[config.mk]
export PLATFORM = sky130hd
export DESIGN_NAME = pad_attr_bank
export DESIGN_NICKNAME = d
export VERILOG_FILES = /design/src/rtl/pad_attr_pkg.sv /design/src/rtl/pad_attr_decode.sv /design/src/rtl/pad_attr_lock.sv /design/src/rtl/pad_attr_bank.sv
export SDC_FILE = /design/constraint.sdc
export NUM_CORES = 1
export LEC_CHECK = 0
export BUFFER_PORTS_ARGS = -buffer_cell sky130_fd_sc_hd__buf_2
export CORE_UTILIZATION = 42
export DETAILED_ROUTE_END_ITERATION = 12
export GPL_TIMING_DRIVEN = 0
export PLACE_DENSITY = 0.86
export SLEW_MARGIN = 30
export SYNTH_ARGS = -nofsm -noshare
export SYNTH_HDL_FRONTEND = slang
export SYNTH_SLANG_ARGS = --single-unit
[constraint.sdc]
create_clock -name clk_i -period 2.5 [get_ports clk_i]
set_input_delay 0.125 -clock clk_i [delete_from_list [all_inputs] [get_ports clk_i]]
set_output_delay 0.125 -clock clk_i [all_outputs]
set_load 0.01 [all_outputs]
[src/rtl/pad_attr_pkg.sv]
package pad_attr_pkg;
  localparam int unsigned AttrW = 10;
  localparam int unsigned DataW = 32;
endpackage

[src/rtl/pad_attr_decode.sv]
module pad_attr_decode #(
  parameter int unsigned NumDed = 4,
  parameter int unsigned NumMux = 6,
  parameter int unsigned AddrW  = 8
) (
  input  logic [AddrW-1:0]  addr_i,
  output logic              sel_lock_o,
  output logic [NumDed-1:0] sel_ded_o,
  output logic [NumMux-1:0] sel_mux_o,
  output logic              err_o
);
  localparam int unsigned DedBase = 1;
  localparam int unsigned MuxBase = DedBase + NumDed;

  logic [AddrW-3:0] word;
  logic             aligned;

  assign word    = addr_i[AddrW-1:2];
  assign aligned = (addr_i[1:0] == 2'b00);

  assign sel_lock_o = aligned && (word == '0);

  for (genvar k = 0; k < NumDed; k++) begin : g_ded
    assign sel_ded_o[k] = aligned && (int'(word) == int'(DedBase) + k);
  end

  for (genvar k = 0; k < NumMux; k++) begin : g_mux
    assign sel_mux_o[k] = aligned && (int'(word) == int'(MuxBase) + k);
  end

  assign err_o = !(sel_lock_o || (|sel_ded_o) || (|sel_mux_o));
endmodule

[src/rtl/pad_attr_lock.sv]
module pad_attr_lock (
  input  logic clk_i,
  input  logic rst_ni,
  input  logic clr_i,
  output logic wen_o
);
  logic wen_q;

  always_ff @(posedge clk_i or negedge rst_ni) begin
    if (!rst_ni)    wen_q <= 1'b1;
    else if (clr_i) wen_q <= 1'b0;
  end

  assign wen_o = wen_q;

  // no path back to 1 once cleared
  p_lock_sticky_r3: assert property (@(posedge clk_i) disable iff (!rst_ni)
    !wen_q |=> !wen_q);
endmodule

[src/rtl/pad_attr_bank.sv]
module pad_attr_bank
  import pad_attr_pkg::*;
#(
  parameter int unsigned NumDed = 4,
  parameter int unsigned NumMux = 6,
  parameter int unsigned AddrW  = 8
) (
  input  logic                    clk_i,
  input  logic                    rst_ni,
  input  logic                    req_i,
  input  logic                    we_i,
  input  logic [AddrW-1:0]        addr_i,
  input  logic [DataW-1:0]        wdata_i,
  output logic                    rsp_valid_o,
  output logic [DataW-1:0]        rdata_o,
  output logic                    err_o,
  input  logic [NumDed*AttrW-1:0] ded_attr_i,
  input  logic [NumMux*AttrW-1:0] mux_attr_i,
  output logic [AttrW-1:0]        attr_wdata_o,
  output logic [NumDed-1:0]       ded_qe_o,
  output logic [NumMux-1:0]       mux_qe_o
);
  logic              sel_lock, dec_err, wen, wr;
  logic [NumDed-1:0] sel_ded;
  logic [NumMux-1:0] sel_mux;
  logic [DataW-1:0]  rd_c;

  pad_attr_decode #(.NumDed(NumDed), .NumMux(NumMux), .AddrW(AddrW)) u_dec (
    .addr_i     (addr_i),
    .sel_lock_o (sel_lock),
    .sel_ded_o  (sel_ded),
    .sel_mux_o  (sel_mux),
    .err_o      (dec_err)
  );

  assign wr = req_i && we_i;

  pad_attr_lock u_lock (
    .clk_i  (clk_i),
    .rst_ni (rst_ni),
    .clr_i  (wr && sel_lock && !wdata_i[0]),
    .wen_o  (wen)
  );

  // read mux: selects are one-hot or empty
  always_comb begin
    rd_c = '0;
    if (sel_lock) rd_c[0] = wen;
    for (int k = 0; k < int'(NumDed); k++)
      if (sel_ded[k]) rd_c[AttrW-1:0] = rd_c[AttrW-1:0] | ded_attr_i[k*AttrW +: AttrW];
    for (int k = 0; k < int'(NumMux); k++)
      if (sel_mux[k]) rd_c[AttrW-1:0] = rd_c[AttrW-1:0] | mux_attr_i[k*AttrW +: AttrW];
  end

  always_ff @(posedge clk_i or negedge rst_ni) begin
    if (!rst_ni) begin
      rsp_valid_o  <= 1'b0;
      rdata_o      <= '0;
      err_o        <= 1'b0;
      attr_wdata_o <= '0;
      ded_qe_o     <= '0;
      mux_qe_o     <= '0;
    end else begin
      rsp_valid_o <= req_i;
      err_o       <= req_i && dec_err;
      rdata_o     <= (req_i && !we_i) ? rd_c : '0;
      ded_qe_o    <= (wr && wen) ? sel_ded : '0;
      mux_qe_o    <= (wr && wen) ? sel_mux : '0;
      if (wr) attr_wdata_o <= wdata_i[AttrW-1:0];
    end
  end

  p_rsp_follows_req_r2: assert property (@(posedge clk_i) disable iff (!rst_ni)
    req_i |=> rsp_valid_o);

  p_no_qe_locked_r4: assert property (@(posedge clk_i) disable iff (!rst_ni)
    !wen |=> (ded_qe_o == '0 && mux_qe_o == '0));

  p_qe_onehot_r5: assert property (@(posedge clk_i) disable iff (!rst_ni)
    $onehot0({ded_qe_o, mux_qe_o}));

  p_qe_needs_rsp_r5: assert property (@(posedge clk_i) disable iff (!rst_ni)
    (|{ded_qe_o, mux_qe_o}) |-> rsp_valid_o);

  p_err_quiet_r9: assert property (@(posedge clk_i) disable iff (!rst_ni)
    err_o |-> (rdata_o == '0 && ded_qe_o == '0 && mux_qe_o == '0));
endmodule

After elaboration in Yosys (flattened, before gate mapping)
Index checks and enable logic that the tools add are counted.

Equal/unequal tests: 10. Multiplexer cells: 14. Bitwise gates (word level): 10. Reduce and logical (&&, ||, !) cells: 26.

Operator list (count): $mux 10 (11); $or 10x10->10 (9); $eq 6x4->1 const B (4); $eq 6x5->1 const B (3); $logic_and 1x1->1 (17); $eq 6x3->1 const B (2); $or 1x10->10 (1); $eq 6x2->1 const B (1); $logic_not 6->1 (1); $mux 6 (1); $reduce_or 6->1 (1); $mux 4 (1); $reduce_or 4->1 (1); $logic_not 1->1 (3); $logic_not 2->1 (1); $logic_or 1x1->1 (2); $mux 1 (1).

Bits in registers: 33. Bits of input ports: 144. Output and inout bits: 54. Word-level logic and storage cells: 67.

Longest topological paths before layout
Word-level depth: 24. Depth in mapped cells: 7. Depth with buffers taken out: 4.

Cells and area by module
Synthesis repeated with hierarchy kept, for this count alone.

Cell total of the unflattened synthesis: 198. Area, all modules: 1963.1 um^2.

By module, submodules not included: pad_attr_bank (times used 1, cells each 175, area each 1788.0 um^2, sequential area each 800.8 um^2); pad_attr_decode (times used 1, cells each 21, area each 135.1 um^2, sequential area each 0.0 um^2); pad_attr_lock (times used 1, cells each 2, area each 40.0 um^2, sequential area each 26.3 um^2).

Worst setup path after synthesis
Ideal clock, no wire load.

Kind: input-to-reg. Start: in addr_i[5]. End: reg rdata_o[7]. Data arrival time: 1.379 ns. Required time: 2.434 ns. Slack: 1.056 ns. Cell stages on the path: 6. Cell sequence: buf_4 > or4b_1 > buf_2 > or3_1 > a21oi_1 > a31o_1.

Word-level cells in the longest chain between the ends: 22. Elaborated cells on any way between the ends: 40. Those cells by class: eq/ne: 10; mux: 11; bitwise: 9; reduce/logical: 10.

RTL lines: start: declaration (RTL line pad_attr_bank.sv:12) `input logic [AddrW-1:0] addr_i,`; $eq 6x2->1 (RTL line pad_attr_decode.sv:24) `assign sel_ded_o[k] = aligned && (int'(word) == int'(DedBase) + k);`; $logic_and 1x1->1 (RTL line pad_attr_decode.sv:24); $mux 10 (RTL line pad_attr_bank.sv:50) `if (sel_ded[k]) rd_c[AttrW-1:0] = rd_c[AttrW-1:0] | ded_attr_i[k*AttrW +: AttrW];`; $or 10x10->10 (RTL line pad_attr_bank.sv:50); $mux 10 (RTL line pad_attr_bank.sv:50); $or 10x10->10 (RTL line pad_attr_bank.sv:50); $mux 10 (RTL line pad_attr_bank.sv:50); $or 10x10->10 (RTL line pad_attr_bank.sv:50); (+6 left out); $mux 10 (RTL line pad_attr_bank.sv:52) `if (sel_mux[k]) rd_c[AttrW-1:0] = rd_c[AttrW-1:0] | mux_attr_i[k*AttrW +: AttrW];`; $or 10x10->10 (RTL line pad_attr_bank.sv:52); $mux 10 (RTL line pad_attr_bank.sv:52); $or 10x10->10 (RTL line pad_attr_bank.sv:52); $mux 10 (RTL line pad_attr_bank.sv:52); $or 10x10->10 (RTL line pad_attr_bank.sv:52); $mux 10 * (RTL line pad_attr_bank.sv:52); $mux 10 * (RTL line pad_attr_bank.sv:66) `rdata_o <= (req_i && !we_i) ? rd_c : '0;`; end signal: assignment (RTL line pad_attr_bank.sv:66); end: declaration (RTL line pad_attr_bank.sv:15) `output logic [DataW-1:0] rdata_o,`.

Mark *: on every way between the ends. The rest lies on a longest branch, timed or not. A chain may end at the register's enable or synchronous reset.

Final worst setup path
Start: in addr_i[3]. End: reg rdata_o[6].

Same word-level chain as after synthesis.

==> flow_summary.toml <==
[drt]
drt-pass1-iter-count = 5
viasPerCell = 5.43
vias = 2775
drt-total-wl_mm = 8.43
ant_nets = 0
routedWlPerCell_um = 16.5
drtIter0Drc = 160
post-route-drc-count = 0

[global_route]
met2_usage = 0.513
grt_antenna_before_repair = 0
grt-ovfl-total = 0
grt-busiest-layer = "met2"
met1_usage = 0.323
grtUsageTotal = 0.282
met3_usage = 0.0553
grt_pass1_vias = 2684
grt_max_degree = 34
grt_first_pass_wirelength_mm = 13.1

[cts]
cts_max_path_buffers = 2
cts_tree = "yes"
cts_buffers = 5
path_clk_slew_ns = 0.07
cts.sinks = 33
cts_resized = 0
cts_hold_buf = 1
h-tree-depth = 2
cts-root-buf = "clkbuf_8"
clk_latency_ns = 0.28
cts_setup_buffers = 0

[logic_synthesis]
synth_area_um2 = 2400
synth_async_sr_flop_share = 1.00
synthTopCellsByCount = "dfrtp_1 (32), buf_4 (24), a22oi_1 (15), nand2_1 (15)"
ys.flop_type = "dfrtp_1"
yosysWarningCount = 0
synth_top_cell_area_share = 0.333
synth_most_common_cell = "dfrtp_1"
syn_avg_cell_area_um2 = 9.35
ys_seq_area_frac = 0.344
synth_edf_count = 0
ys_seq_elements = 33
netlist_top_cells_area = "dfrtp_1 (33%), buf_4 (7.5%), mux2i_1 (5.8%)"
synth_cell_types = 57
netlist_instances = 257
synth_top_area_cell = "dfrtp_1"

[sta]
setup_viol = 0
tightest_slew_ns = 0.789
slew_headroom = 0.472
holdWs_ns = 0.0322
finalCritPeriodShare = 0.644
fin_tns_setup_ns = 0
maxSlewViolCount = 0
timing.final.crit_period_ns = 1.61
fmax_ghz = 0.621
skew_ns = 0.00809
hold_violations = 0
rsz0062_at_grt = "no"

[setup_path]
rr_startpoint = "u_lock.wen_o"
ff2ff_path_depth = 4
cp-start-kind = "primary input"
cp_data_required_time_ns = 2.70
critPathCaptureType = "flip-flop"
crit_type = "primary input to flip-flop"
crit_end = "rdata_o[6]"
arrival_ns = 1.81
critPathLaunch = "addr_i[3]"
cp_max_fo = 10
worst_r2r_endpoint = "rdata_o[0]"
reg2reg_slack_ns = 1.17

[finish]
fin_nets = 582
syn2layout_area_growth_pct = 44.3
antenna_cells = 0
stdcell_count = 511
drive_above_1_share = 0.485
fillers = 497

[hold_path]
hp-class = "primary input to flip-flop"

[placement]
post-place-cells = 502
io_buffers = 152
place.gp.congestion = 0.876
dp_hpwl_mm = 6.65

[floorplanning]
die_w_um = 77.6
initial_utilization = 0.436
io_pins = 198
die_h_um = 77.6
dieArea_um2 = 6030
num_rows = 27
core-area_um2 = 5510

[power_and_ir_drop]
clockPowerShare = 0.354
pwr-share-comb = 0.255
p_int_mw = 1.07
pwr_density_cell_nw_per_um2 = 421
vdd_ir_drop_max_v = 0.000288
power_mw = 1.46
switching_power_mw = 0.391
swShare = 0.268
sequentialPowerShare = 0.391
p_leak_nw = 1.71

[run_status]
status = "finished, final reports clean"

[run]
maxCapViolCount = 0
[layout by cell type, fill, tap and decap left out, drive strengths merged, types with 9 or more instances in the layout]
cell,count
o21ai,9
clkbuf,16
mux2,12
mux2i,14
a22oi,15
dfrtp,32
buf,187
nor2,14
nand2,15
conb,22
[critical path, cell delays in order]
cell	delay [ns]
buf_2	0.10
buf_2	0.23
nor2b_1	0.15
clkbuf_1	0.49
a22oi_1	0.17
o32a_2	0.36
a31oi_1	0.17
[area by class of cell]
| type | instances | area, um^2 | area share |
|---|---|---|---|
| multi-input cells | 200 | 1390 | 0.400 |
| flip-flops and latches | 33 | 827 | 0.239 |
| repair buffers | 153 | 771 | 0.222 |
| plain buffers | 44 | 272 | 0.0783 |
| well taps | 72 | 90.1 | 0.0260 |
| clock buffers | 7 | 86.3 | 0.0249 |
| clock inverters | 1 | 30.0 | 0.00866 |
| inverters | 1 | 3.75 | 0.00108 |
[cell families (layout without fill, tap and decap cells)]
family | Yosys count | after routing | synth area share
AND/OR/NAND/NOR | 84 | 84 | 0.207
AO/OA/AOI/OAI | 67 | 67 | 0.207
buffers and inverters | 45 | 206 | 0.115
flip-flops | 33 | 33 | 0.344
other | 1 | 22 | 0.00156
multiplexers | 27 | 27 | 0.126
[power by group through the flow]
stage / Combinational (mW) / Clock [mW] / Sequential [mW]
final: 0.372 / 0.518 / 0.571
after global routing: 0.402 / 0.548 / 0.574
after CTS: 0.367 / 0.521 / 0.571
after detailed placement: 0.365 / 0 / 0.581
after global placement: 0.359 / 0 / 0.579
after floorplan: 0.173 / 0 / 0.595
[registers in the layout, summed over array words and instances, names as in the netlist]
register	cells
attr_wdata_o	10
rdata_o	10
mux_qe_o	6
ded_qe_o	4
err_o	1
rsp_valid_o	1
u_lock.wen_o	1
[worst min-delay path by stage]
stage	from	end	slack [ns]	depth (start not counted)
after floorplan	rst_ni	attr_wdata_o[0]	-0.17	0
after global placement	rst_ni	attr_wdata_o[2]	0.22	1
final	req_i	rsp_valid_o	0.03	1
after detailed placement	rst_ni	attr_wdata_o[2]	0.22	1
after CTS	req_i	rsp_valid_o	0.02	1
after global routing	req_i	rsp_valid_o	0.03	1
[per-stage QoR]
stage	utilization	setup slack (ns)	instance area [um^2]
5_1_grt	0.630	0.786	3470
3_3_place_gp	0.605	0.539	3330
4_1_cts	0.628	0.832	3460
2_1_floorplan	-	1.06	2480
6_report	0.630	0.889	3470
3_5_place_dp	0.605	0.538	3330
[per-layer routing]
layer | wire length (um) | vias to the layer above | part of all wire
met3 | 757 | 20 | 0.090
met5 | 0 | - | 0
met4 | 179 | 0 | 0.021
li1 | - | 1291 | -
met2 | 4230 | 180 | 0.50
met1 | 3270 | 1284 | 0.39
(Power assumes the default switching activity.)
